### config.mk
export PLATFORM = sky130hd
export DESIGN_NAME = mwdma_engine
export DESIGN_NICKNAME = d
export VERILOG_FILES = /design/src/rtl/mwdma_pkg.sv /design/src/rtl/mwdma_timer.sv /design/src/rtl/mwdma_swap.sv /design/src/rtl/mwdma_status.sv /design/src/rtl/mwdma_engine.sv
export SDC_FILE = /design/constraint.sdc
export NUM_CORES = 1
export LEC_CHECK = 0
export CAP_MARGIN = 10
export CELL_PAD_IN_SITES_DETAIL_PLACEMENT = 0
export CELL_PAD_IN_SITES_GLOBAL_PLACEMENT = 1
export CORE_MARGIN = 2
export CORE_UTILIZATION = 38
export CTS_CLUSTER_DIAMETER = 150
export CTS_CLUSTER_SIZE = 16
export DETAILED_ROUTE_END_ITERATION = 8
export PLACE_DENSITY_LB_ADDON = 0.3
export SLEW_MARGIN = 5
export SYNTH_ARGS = -nofsm -noshare
export SYNTH_HDL_FRONTEND = slang
export SYNTH_HIERARCHICAL = 1
export SYNTH_SLANG_ARGS = --single-unit
export TNS_END_PERCENT = 100
### constraint.sdc
create_clock -name clk -period 4.85 [get_ports clk]
set_clock_uncertainty 0.2 [all_clocks]
set_input_delay 1.455 -clock clk [delete_from_list [all_inputs] [get_ports clk]]
set_output_delay 1.455 -clock clk [all_outputs]
set_load 0.1 [all_outputs]
### src/rtl/mwdma_pkg.sv
package mwdma_pkg;

    typedef enum logic [2:0] {
        PH_IDLE  = 3'd0,
        PH_WAIT  = 3'd1,
        PH_SETUP = 3'd2,
        PH_ACT   = 3'd3,
        PH_INACT = 3'd4,
        PH_HOLD  = 3'd5,
        PH_PAUSE = 3'd6
    } phase_e;

    // Acknowledge is active from setup through hold.
    function automatic logic ack_phase(input phase_e p);
        return (p == PH_SETUP) || (p == PH_ACT) || (p == PH_INACT) || (p == PH_HOLD);
    endfunction

endpackage

### src/rtl/mwdma_timer.sv
module mwdma_timer #(
    parameter int CW = 9
) (
    input  logic          clk,
    input  logic          rst_n,
    input  logic          load_i,
    input  logic [CW-1:0] load_val_i,
    output logic          zero_o
);

    typedef struct packed {
        logic [CW-1:0] cnt;
    } tmr_t;

    tmr_t d, q;

    always_comb begin
        d = q;
        if (load_i)
            d.cnt = load_val_i;
        else if (q.cnt != '0)
            d.cnt = q.cnt - 1'b1;
    end

    always_ff @(posedge clk or negedge rst_n) begin
        if (!rst_n) q <= '0;
        else        q <= d;
    end

    assign zero_o = (q.cnt == '0);

    // an interval counts down one per cycle
    p_timer_dec_r2: assert property (@(posedge clk) disable iff (!rst_n)
        (!load_i && q.cnt != '0) |=> (q.cnt == CW'($past(q.cnt) - 1'b1)));

endmodule

### src/rtl/mwdma_swap.sv
module mwdma_swap #(
    parameter int DW = 16,
    parameter int LW = 8
) (
    input  logic          swap_i,
    input  logic [DW-1:0] in_i,
    output logic [DW-1:0] out_o
);

    localparam int NL = DW / LW;

    for (genvar g = 0; g < NL; g++) begin : g_lane
        assign out_o[g*LW +: LW] = swap_i ? in_i[(NL-1-g)*LW +: LW] : in_i[g*LW +: LW];
    end

endmodule

### src/rtl/mwdma_status.sv
module mwdma_status (
    input  logic clk,
    input  logic rst_n,
    input  logic set_i,
    input  logic clr_i,
    input  logic irq_en_i,
    output logic done_o,
    output logic irq_o
);

    typedef struct packed {
        logic done;
    } stat_t;

    stat_t d, q;

    always_comb begin
        d = q;
        d.done = set_i | (q.done & ~clr_i);
    end

    always_ff @(posedge clk or negedge rst_n) begin
        if (!rst_n) q <= '0;
        else        q <= d;
    end

    assign done_o = q.done;
    assign irq_o  = q.done & irq_en_i;

    // a clear without a simultaneous set empties the flag
    p_clear_r9: assert property (@(posedge clk) disable iff (!rst_n)
        (clr_i && !set_i) |=> !q.done);

    // completion always lands in the flag
    p_set_r9: assert property (@(posedge clk) disable iff (!rst_n)
        set_i |=> q.done);

endmodule

### src/rtl/mwdma_engine.sv
module mwdma_engine
    import mwdma_pkg::*;
#(
    parameter int SIZE_W = 20,
    parameter int ADDR_W = 16,
    parameter int DW     = 16,
    parameter int TW     = 6,
    parameter int SCW    = 2,
    parameter int RQW    = 4
) (
    input  logic              clk,
    input  logic              rst_n,
    input  logic              cfg_wr_i,
    input  logic              cfg_en_i,
    input  logic              cfg_dir_i,
    input  logic              cfg_swap_i,
    input  logic              cfg_abort_drop_i,
    input  logic [SIZE_W-1:0] cfg_size_i,
    input  logic [ADDR_W-1:0] cfg_addr_i,
    input  logic              tim_wr_i,
    input  logic [TW-1:0]     tim_ack_setup_i,
    input  logic [TW-1:0]     tim_strobe_on_i,
    input  logic [TW-1:0]     tim_strobe_off_i,
    input  logic [TW-1:0]     tim_ack_hold_i,
    input  logic [TW-1:0]     tim_pause_i,
    input  logic [SCW-1:0]    tim_scale_i,
    input  logic [RQW-1:0]    tim_rq_delay_i,
    input  logic              tim_ack_invert_i,
    input  logic              done_clr_i,
    input  logic              irq_en_i,
    output logic              busy_o,
    output logic [SIZE_W-1:0] size_o,
    output logic              done_o,
    output logic              irq_o,
    input  logic              dmarq_i,
    output logic              dmack_o,
    output logic              rd_stb_o,
    output logic              wr_stb_o,
    input  logic [DW-1:0]     dev_rdata_i,
    output logic [DW-1:0]     dev_wdata_o,
    output logic [ADDR_W-1:0] mem_addr_o,
    output logic              mem_rd_o,
    input  logic [DW-1:0]     mem_rdata_i,
    output logic              mem_wr_o,
    output logic [DW-1:0]     mem_wdata_o
);

    localparam int CW = TW + (1 << SCW) - 1;

    typedef struct packed {
        phase_e            ph;
        logic [RQW-1:0]    rqc;
        logic              dir;
        logic              swap;
        logic              abort_drop;
        logic              started;
        logic [SIZE_W-1:0] size;
        logic [ADDR_W-1:0] addr;
        logic [DW-1:0]     data;
        logic [TW-1:0]     t_setup;
        logic [TW-1:0]     t_on;
        logic [TW-1:0]     t_off;
        logic [TW-1:0]     t_hold;
        logic [TW-1:0]     t_pause;
        logic [SCW-1:0]    t_scale;
        logic [RQW-1:0]    t_rq;
        logic              t_inv;
    } eng_t;

    eng_t d, q;

    logic          stop_req;
    logic          rq_ok;
    logic          fin;
    logic          t_load;
    logic [CW-1:0] t_val;
    logic          t_zero;
    logic [DW-1:0] mem_sw;

    function automatic logic [CW-1:0] scaled(input logic [TW-1:0] f, input logic [SCW-1:0] s);
        logic [CW-1:0] w;
        w = CW'(f);
        return w << s;
    endfunction

    mwdma_timer #(.CW(CW)) u_tmr (
        .clk        (clk),
        .rst_n      (rst_n),
        .load_i     (t_load),
        .load_val_i (t_val),
        .zero_o     (t_zero)
    );

    mwdma_swap #(.DW(DW), .LW(8)) u_sw_mem (
        .swap_i (q.swap),
        .in_i   (mem_rdata_i),
        .out_o  (mem_sw)
    );

    mwdma_swap #(.DW(DW), .LW(8)) u_sw_dev (
        .swap_i (q.swap),
        .in_i   (dev_rdata_i),
        .out_o  (mem_wdata_o)
    );

    mwdma_status u_stat (
        .clk      (clk),
        .rst_n    (rst_n),
        .set_i    (fin),
        .clr_i    (done_clr_i),
        .irq_en_i (irq_en_i),
        .done_o   (done_o),
        .irq_o    (irq_o)
    );

    assign stop_req = cfg_wr_i && !cfg_en_i && (cfg_size_i == '1);
    assign rq_ok    = dmarq_i && (q.rqc == q.t_rq);

    always_comb begin
        d      = q;
        fin    = 1'b0;
        t_load = 1'b0;
        t_val  = '0;
        if (stop_req) begin
            d.ph   = PH_IDLE;
            d.size = '1;
        end else begin
            unique case (q.ph)
                PH_IDLE: begin
                    if (cfg_wr_i) begin
                        d.dir        = cfg_dir_i;
                        d.swap       = cfg_swap_i;
                        d.abort_drop = cfg_abort_drop_i;
                        d.size       = cfg_size_i;
                        d.addr       = cfg_addr_i;
                        if (cfg_en_i) begin
                            d.ph      = PH_WAIT;
                            d.rqc     = '0;
                            d.started = 1'b0;
                        end
                    end
                    if (tim_wr_i) begin
                        d.t_setup = tim_ack_setup_i;
                        d.t_on    = tim_strobe_on_i;
                        d.t_off   = tim_strobe_off_i;
                        d.t_hold  = tim_ack_hold_i;
                        d.t_pause = tim_pause_i;
                        d.t_scale = tim_scale_i;
                        d.t_rq    = tim_rq_delay_i;
                        d.t_inv   = tim_ack_invert_i;
                    end
                end
                PH_WAIT: begin
                    if (dmarq_i) begin
                        if (rq_ok) begin
                            d.ph   = PH_SETUP;
                            t_load = 1'b1;
                            t_val  = scaled(q.t_setup, q.t_scale);
                            if (q.dir) d.data = mem_sw;
                        end else begin
                            d.rqc = q.rqc + 1'b1;
                        end
                    end else begin
                        d.rqc = '0;
                        if (q.abort_drop && q.started) begin
                            d.ph = PH_IDLE;
                            fin  = 1'b1;
                        end
                    end
                end
                PH_SETUP: begin
                    if (t_zero) begin
                        d.ph   = PH_ACT;
                        t_load = 1'b1;
                        t_val  = scaled(q.t_on, q.t_scale);
                    end
                end
                PH_ACT: begin
                    if (t_zero) begin
                        d.ph      = PH_INACT;
                        t_load    = 1'b1;
                        t_val     = scaled(q.t_off, q.t_scale);
                        d.size    = q.size - 1'b1;
                        d.addr    = q.addr + 1'b1;
                        d.started = 1'b1;
                    end
                end
                PH_INACT: begin
                    if (t_zero) begin
                        d.ph   = PH_HOLD;
                        t_load = 1'b1;
                        t_val  = scaled(q.t_hold, q.t_scale);
                    end
                end
                PH_HOLD: begin
                    if (t_zero) begin
                        d.ph   = PH_PAUSE;
                        t_load = 1'b1;
                        t_val  = scaled(q.t_pause, q.t_scale);
                    end
                end
                PH_PAUSE: begin
                    if (t_zero) begin
                        if (q.size == '1) begin
                            d.ph = PH_IDLE;
                            fin  = 1'b1;
                        end else begin
                            d.ph  = PH_WAIT;
                            d.rqc = '0;
                        end
                    end
                end
                default: d.ph = PH_IDLE;
            endcase
        end
    end

    always_ff @(posedge clk or negedge rst_n) begin
        if (!rst_n) begin
            q      <= '0;
            q.size <= '1;
        end else begin
            q <= d;
        end
    end

    assign busy_o      = (q.ph != PH_IDLE);
    assign size_o      = q.size;
    assign dmack_o     = ack_phase(q.ph) ^ q.t_inv;
    assign rd_stb_o    = (q.ph == PH_ACT) && !q.dir;
    assign wr_stb_o    = (q.ph == PH_ACT) && q.dir;
    assign dev_wdata_o = q.data;
    assign mem_addr_o  = q.addr;
    assign mem_rd_o    = (q.ph == PH_WAIT) && q.dir && rq_ok && !stop_req;
    assign mem_wr_o    = (q.ph == PH_ACT) && !q.dir && t_zero && !stop_req;

    // within a burst the length only steps down by one
    p_size_step_r3: assert property (@(posedge clk) disable iff (!rst_n)
        (busy_o && $past(busy_o) && size_o != $past(size_o))
        |-> (size_o == SIZE_W'($past(size_o) - 1'b1)));

    // within a burst the address only steps up by one
    p_addr_step_r4: assert property (@(posedge clk) disable iff (!rst_n)
        (busy_o && $past(busy_o) && mem_addr_o != $past(mem_addr_o))
        |-> (mem_addr_o == ADDR_W'($past(mem_addr_o) + 1'b1)));

    // a configuration write while busy leaves the mode bits alone
    p_cfg_ignored_r11: assert property (@(posedge clk) disable iff (!rst_n)
        (busy_o && cfg_wr_i && !stop_req)
        |=> ($stable(q.dir) && $stable(q.swap) && $stable(q.abort_drop)));

    // completion is only reported once the engine is idle
    p_done_idle_r9: assert property (@(posedge clk) disable iff (!rst_n)
        $rose(done_o) |-> !busy_o);

endmodule

# Word level (Yosys, flattened, before mapping)
# Cells that the tools add are included.
# Widths: inputs -> output; s select.
dict set report word_totals {
  out_inout_bits 76
  inputBits 116
  reg_bits 110
}
dict set report op_classes {
  n_shift 5
  mux 45
  reduce_logical 34
  eq_ne 24
  addsub 4
  n_bitwise 6
}
# operator n
set ops {}
lappend ops {{$mux 9} 9}
lappend ops {{$pmux 37 s2} 1}
lappend ops {{$mux 47} 1}
lappend ops {{$pmux 9 s5} 1}
lappend ops {{$shl 6x2->9} 5}
lappend ops {{$eq 20x20->1 const B} 2}
lappend ops {{$mux 37} 1}
lappend ops {{$mux 8} 4}
lappend ops {{$ne 3x3->1 const B} 8}
lappend ops {{$mux 3} 7}
lappend ops {{$mux 7} 3}
lappend ops {{$pmux 3 s7} 1}
lappend ops {{$mux 20} 1}
lappend ops {{$sub 20x1->20 const B} 1}
lappend ops {{$add 16x1->16 const B} 1}
lappend ops {{$pmux 4 s3} 1}
lappend ops {{$logic_and 1x1->1} 11}
lappend ops {{$mux 1} 11}
lappend ops {{$ne 2x2->1 const B} 5}
lappend ops {{$reduce_and 5->1} 2}
lappend ops {{$eq 3x3->1 const B} 3}
lappend ops {{$logic_not 9->1} 1}
lappend ops {{$reduce_and 3->1} 3}
lappend ops {{$reduce_and 9->1} 1}
lappend ops {{21 further kinds} 34}

# Depth between registers and ports, before layout
dict set report logic_depth {
  depth_word 7
  depth_mapped 13
  ltp_nobuf 11
}

# By module
# Netlist, hierarchy kept.
# mod instances cells_per_inst area_per_inst_um2
set modules_own_cells {}
lappend modules_own_cells {mwdma_engine 1 648 6229.7}
lappend modules_own_cells {mwdma_timer 1 57 534.3}
lappend modules_own_cells {mwdma_swap 2 18 249.0}
lappend modules_own_cells {mwdma_status 1 4 42.5}

# Worst setup path before layout
# OpenSTA, ideal clock, no wires.
dict set report synth_path {
  path_kind {input-to-output}
  from {input port cfg_wr_i}
  to {output port mem_wr_o}
  setup_slack_ns -1.208
  t_arrival_ns 4.403
  required_time_ns 3.195
  cell_stages 5
  cell_sequence {or3b_2 a21oi_1 o21ai_2 clkbuf_1 nor3_1}
}
dict set report synth_via {
  elab_chain_len 4
}
# element line
set synth_lines {}
lappend synth_lines {{start: declaration} mwdma_engine.sv:13} ;# input logic cfg_wr_i,
lappend synth_lines {{$logic_and 1x1->1 (2 in a row)} mwdma_engine.sv:116} ;# assign stop_req = cfg_wr_i && !cfg_en_i && (cfg_size_i == '1);
lappend synth_lines {{$logic_not 1->1} mwdma_engine.sv:235} ;# assign mem_wr_o = (q.ph == PH_ACT) && !q.dir && t_zero && !stop_req;
lappend synth_lines {{$logic_and 1x1->1} mwdma_engine.sv:235}
lappend synth_lines {{end: declaration} mwdma_engine.sv:44} ;# output logic mem_wr_o,
# Every way passes these cells.

# Worst setup path after layout
dict set report layout_path {
  from {input port cfg_size_i[12]}
  to {output port mem_rd_o}
}
dict set report layout_via {
  elab_chain_len 4
}
# element line
set layout_lines {}
lappend layout_lines {{start: declaration} mwdma_engine.sv:18} ;# input logic [SIZE_W-1:0] cfg_size_i,
lappend layout_lines {{$eq 20x20->1} mwdma_engine.sv:116}
lappend layout_lines {{$logic_and 1x1->1} mwdma_engine.sv:116}
lappend layout_lines {{$logic_not 1->1} mwdma_engine.sv:234} ;# assign mem_rd_o = (q.ph == PH_WAIT) && q.dir && rq_ok && !stop_req;
lappend layout_lines {{$logic_and 1x1->1} mwdma_engine.sv:234}
lappend layout_lines {{end: declaration} mwdma_engine.sv:42} ;# output logic mem_rd_o,
# Every way passes these cells.

==> results.rst <==
.. list-table::
   :header-rows: 1

   * - Metric
     - Value
   * - Internal reg-to-reg setup slack
     - 790 ps
   * - Reg-to-reg startpoint
     - u_tmr/q[0]
   * - Synth Instances
     - 745
   * - Crit path launch
     - cfg_size_i[12]
   * - Finished Cell Area
     - 9540 um^2
   * - Die H
     - 143 um
   * - Count of TritonRoute iterations in the first routing pass
     - 5
   * - Detailed-route via count
     - 6329
   * - GR Overflow Total
     - 0
   * - Synthesis warning total
     - 6
   * - Largest incremental delay on the critical path
     - 500 ps
   * - Number of global-route vias before repair
     - 6309
   * - Wire length of the first global-routing pass
     - 33400 um
   * - Share of layout cells above drive strength 1
     - 22.6%
   * - Number of buffers created by CTS
     - 9
   * - Depth of the worst register-to-register path
     - 12
   * - Number of top-level pins
     - 192
   * - Drt via density
     - 5.70
   * - RSZ-0062 raised after global routing
     - yes
   * - Number of library cell types mapped by synthesis
     - 77
   * - Core Box Area
     - 18800 um^2
   * - DRC marker count from the first detailed-route iteration
     - 350
   * - Post-synthesis sequential element count
     - 110
   * - Latest clock arrival within the worst-skew pair
     - 360 ps
   * - H-tree depth
     - 3
   * - Netlist area before placement
     - 7300 um^2
   * - TritonCTS sink count
     - 110
   * - N_diodes
     - 0
   * - Class of the tightest hold or removal check
     - flip-flop to flip-flop
   * - Least-Margin Pin Slew
     - 1030 ps
   * - Maximum resistive drop on vdd
     - 0.000279 V
   * - Reg-to-reg critical path endpoint
     - u_tmr/q[7]
   * - Overall die area
     - 20300 um^2
   * - Average footprint of a synthesized cell
     - 9.80 um^2
   * - Number of buffers added to fix hold violations after cts
     - 0
   * - Post-Route Hold Slack
     - 309 ps
   * - Total length of routed wires
     - 21300 um
   * - Slowest CP cell
     - sky130_fd_sc_hd__clkdlybuf4s50_1
   * - Max-capacitance violation count
     - 0
   * - Max Clock Freq
     - 208 MHz
   * - Number of enable flip-flop cells after synthesis
     - 0
   * - Count of nets left with antenna violations after detail routing
     - 0
   * - Largest fanout of any net on the critical path
     - 2
   * - Clock root buffer
     - sky130_fd_sc_hd__clkbuf_16
   * - Leading register cell type out of synthesis
     - sky130_fd_sc_hd__dfrtp_1
   * - Kind of cell adding the most delay to the critical path
     - buffers and inverters
   * - Buffers on Ports
     - 191
   * - Pin count of the biggest net entering global routing
     - 52
   * - Row Count
     - 50
   * - Hold path startpoint
     - dev_wdata_o[7]
   * - Placed inst area
     - 9240 um^2
   * - Initial Util
     - 38.9%
   * - Post-Layout Cell Count
     - 1110
   * - Sum of internal, switching and leakage power
     - 6.82 mW
   * - Post-placement cell count
     - 1094
   * - Setup Viol. Count Final
     - 0
   * - Average detailed-routed wire length per instance
     - 19.2 um
   * - TritonCTS clock tree
     - yes
   * - Fraction of the cycle the final worst path needs
     - 99.2%
   * - Slack of the critical path
     - 37.5 ps
   * - Crit path buf inv count
     - 4
   * - Cells traversed along the worst timing path
     - clkdlybuf4s50_1 -> nand4_1 -> buf_4 -> nor4_2 -> nand2_1 -> nand3_2 -> inv_1 -> buf_12
   * - Post-route DRC violation count
     - 0
   * - Startpoint-to-endpoint class of the critical path
     - input pin to output port
   * - Relative slew slack
     - 31.2%
   * - Clk slew on worst S/H paths
     - 80 ps
   * - Pwr per Cell Area
     - 715 nW/um^2
   * - Global routing usage summed across all routing layers
     - 20.9%
   * - Number of stages on the worst setup path
     - 8
   * - Critical path data arrival time
     - 3160 ps
   * - Final Util
     - 50.9%
   * - Hold Vio Cnt, Final
     - 0
   * - Launching element type of the critical path
     - input pin
   * - GPL Wtd Cong
     - 0.884
   * - Pleak
     - 3.86 nW
   * - Kind of end point of the critical path
     - output port
   * - Sum Neg Setup Slack
     - 0 ps
   * - Number of nets in the finished design
     - 992
   * - Minimum setup slack after placement
     - -24.8 ps
   * - Clock Tree Buf Depth
     - 2
   * - Share of the yosys chip area belonging to registers
     - 38.0%
   * - Last element of the critical path
     - mem_rd_o
   * - Async set-or-reset flop fraction in the synthesized netlist
     - 100%
   * - Post-synthesis net count
     - 866
   * - Final-report max-slew violation count
     - 0
   * - Result of the run
     - finished, final reports clean
   * - Worst EP required
     - 3190 ps
   * - Post-synthesis to final-layout area growth
     - 30.7%
   * - Number of antenna violations at the first check in global routing
     - 0
   * - Crit path time final
     - 4810 ps
   * - Die X-Extent
     - 143 um
   * - Hpwl dp
     - 16100 um
-- cells in the final DEF (no fill, tap or decap), types with 9 or more instances in the layout --
cell | netlist | routed
sky130_fd_sc_hd__a21oi_1 | 51 | 50
sky130_fd_sc_hd__a221oi_1 | 11 | 11
sky130_fd_sc_hd__a31oi_1 | 9 | 9
sky130_fd_sc_hd__and3_1 | 13 | 13
sky130_fd_sc_hd__buf_12 | 2 | 20
sky130_fd_sc_hd__buf_4 | 52 | 25
sky130_fd_sc_hd__clkbuf_16 | 0 | 9
sky130_fd_sc_hd__clkdlybuf4s50_1 | 0 | 167
sky130_fd_sc_hd__dfrtp_1 | 90 | 89
sky130_fd_sc_hd__dfstp_2 | 20 | 20
sky130_fd_sc_hd__inv_1 | 30 | 30
sky130_fd_sc_hd__mux2_2 | 72 | 72
sky130_fd_sc_hd__mux2_4 | 20 | 20
sky130_fd_sc_hd__mux2i_1 | 12 | 12
sky130_fd_sc_hd__nand2_1 | 34 | 34
sky130_fd_sc_hd__nand2b_1 | 9 | 9
sky130_fd_sc_hd__nand3_1 | 17 | 17
sky130_fd_sc_hd__nand4_1 | 12 | 12
sky130_fd_sc_hd__nor2_1 | 44 | 44
sky130_fd_sc_hd__nor3_1 | 26 | 25
sky130_fd_sc_hd__nor4_1 | 11 | 11
sky130_fd_sc_hd__o21ai_0 | 23 | 23
sky130_fd_sc_hd__xnor2_1 | 11 | 11
-- sequential cells by signal, summed over array words and instances, names as in the netlist --
register	cells
mem_addr_o	16
size_o	20
u_tmr/q	9
u_stat/done_o	1
q	48
dev_wdata_o	16
-- synthesized netlist by cell type (3+ instances only) --
library cell                 n  area (um^2)
sky130_fd_sc_hd__dfrtp_1    90         2250
sky130_fd_sc_hd__o21a_1      5         37.5
sky130_fd_sc_hd__buf_2      17         85.1
sky130_fd_sc_hd__o31ai_1     7         52.6
sky130_fd_sc_hd__nor2_1     44          165
sky130_fd_sc_hd__o21ai_0    23          115
sky130_fd_sc_hd__mux2i_1    12          120
sky130_fd_sc_hd__o31a_1      3         26.3
sky130_fd_sc_hd__dfstp_2    20          526
sky130_fd_sc_hd__and3_1     13         81.3
sky130_fd_sc_hd__a211oi_1    4         30.0
sky130_fd_sc_hd__ha_1        5         62.6
sky130_fd_sc_hd__a31oi_1     9         56.3
sky130_fd_sc_hd__or4_1       5         37.5
sky130_fd_sc_hd__a2bb2oi_1   6         52.6
sky130_fd_sc_hd__nand2_1    34          128
sky130_fd_sc_hd__o211ai_1    4         30.0
sky130_fd_sc_hd__buf_4      52          390
sky130_fd_sc_hd__a21oi_1    51          255
sky130_fd_sc_hd__nand2b_1    9         56.3
sky130_fd_sc_hd__nand4_1    12         75.1
sky130_fd_sc_hd__a32oi_1     4         35.0
sky130_fd_sc_hd__a221oi_1   11         96.3
sky130_fd_sc_hd__nor3_1     26          130
sky130_fd_sc_hd__clkbuf_1   23         86.3
sky130_fd_sc_hd__xnor2_1    11         96.3
sky130_fd_sc_hd__o22a_1      4         35.0
sky130_fd_sc_hd__o32ai_1     3         26.3
sky130_fd_sc_hd__nor4_1     11         68.8
sky130_fd_sc_hd__mux2_4     20          300
sky130_fd_sc_hd__or2_2       4         25.0
sky130_fd_sc_hd__a21o_2      3         26.3
sky130_fd_sc_hd__or3_1       8         50.1
sky130_fd_sc_hd__mux2_2     72          811
sky130_fd_sc_hd__nand3_1    17         85.1
sky130_fd_sc_hd__nor3b_1     7         52.6
sky130_fd_sc_hd__inv_1      30          113
sky130_fd_sc_hd__and2_1      5         31.3
sky130_fd_sc_hd__a311oi_1    8         70.1
sky130_fd_sc_hd__nor2b_1     4         25.0
sky130_fd_sc_hd__o22ai_1     4         25.0
-- area by class of cell --
class	count	area, um^2
Tap cell	234	293
Multi-Input combinational cell	507	3810
Fill cell	1684	9220
Timing Repair Buffer	212	2260
Clock inverter	7	63.8
Sequential cell	110	2780
Clock buffer	9	225
Inverter	31	116
-- cell families after synthesis --
group | synth area share [%]
fa+ha+maj | 0.856
xor+xnor | 1.32
buf+inv | 10.2
compound gates | 16.3
simple gates | 15.8
mux | 17.5
flops | 38.0
-- report_power, final --
group	switching (mW)	total, mW	internal, mW
clock network	0.383	0.744	0.361
registers	0.552	1.94	1.38
logic	2.73	4.14	1.41
-- how the worst min path moves through the flow --
| stage | endpoint | slack (ps) | cells past startpoint |
|---|---|---|---|
| detailed placement | dev_wdata_o[7] | 290 | 1 |
| global placement | dev_wdata_o[2] | 290 | 1 |
| global route | q[10] | 320 | 1 |
| finish | dev_wdata_o[7] | 310 | 1 |
| floorplan | q[89] | 270 | 2 |
| CTS | dev_wdata_o[7] | 310 | 1 |
-- layer usage --
| metal | vias up | routed length (um) | global-route usage [%] |
|---|---|---|---|
| met5 | - | 0 | 0 |
| li1 | 2954 | - | - |
| met1 | 3083 | 9220 | 26.8 |
| met3 | 26 | 1500 | 3.82 |
| met2 | 266 | 10200 | 35.5 |
| met4 | 0 | 412 | 7.24 |
-- worst register-to-register path, delay by kind of cell, from the launching register on --
family / cells / cell delay, ps
fa+ha+maj: 1 / 220
buf+inv: 5 / 840
flops: 1 / 420
compound gates: 3 / 670
simple gates: 3 / 1610
-- what timing repair did --
action | CTS | global route
pin swaps | 1 | 0
endpoints found under the setup margin | 1 | 2
resized for setup | 1 | 2
buffers inserted | 0 | 0
Power figures use the tool's default switching activity.
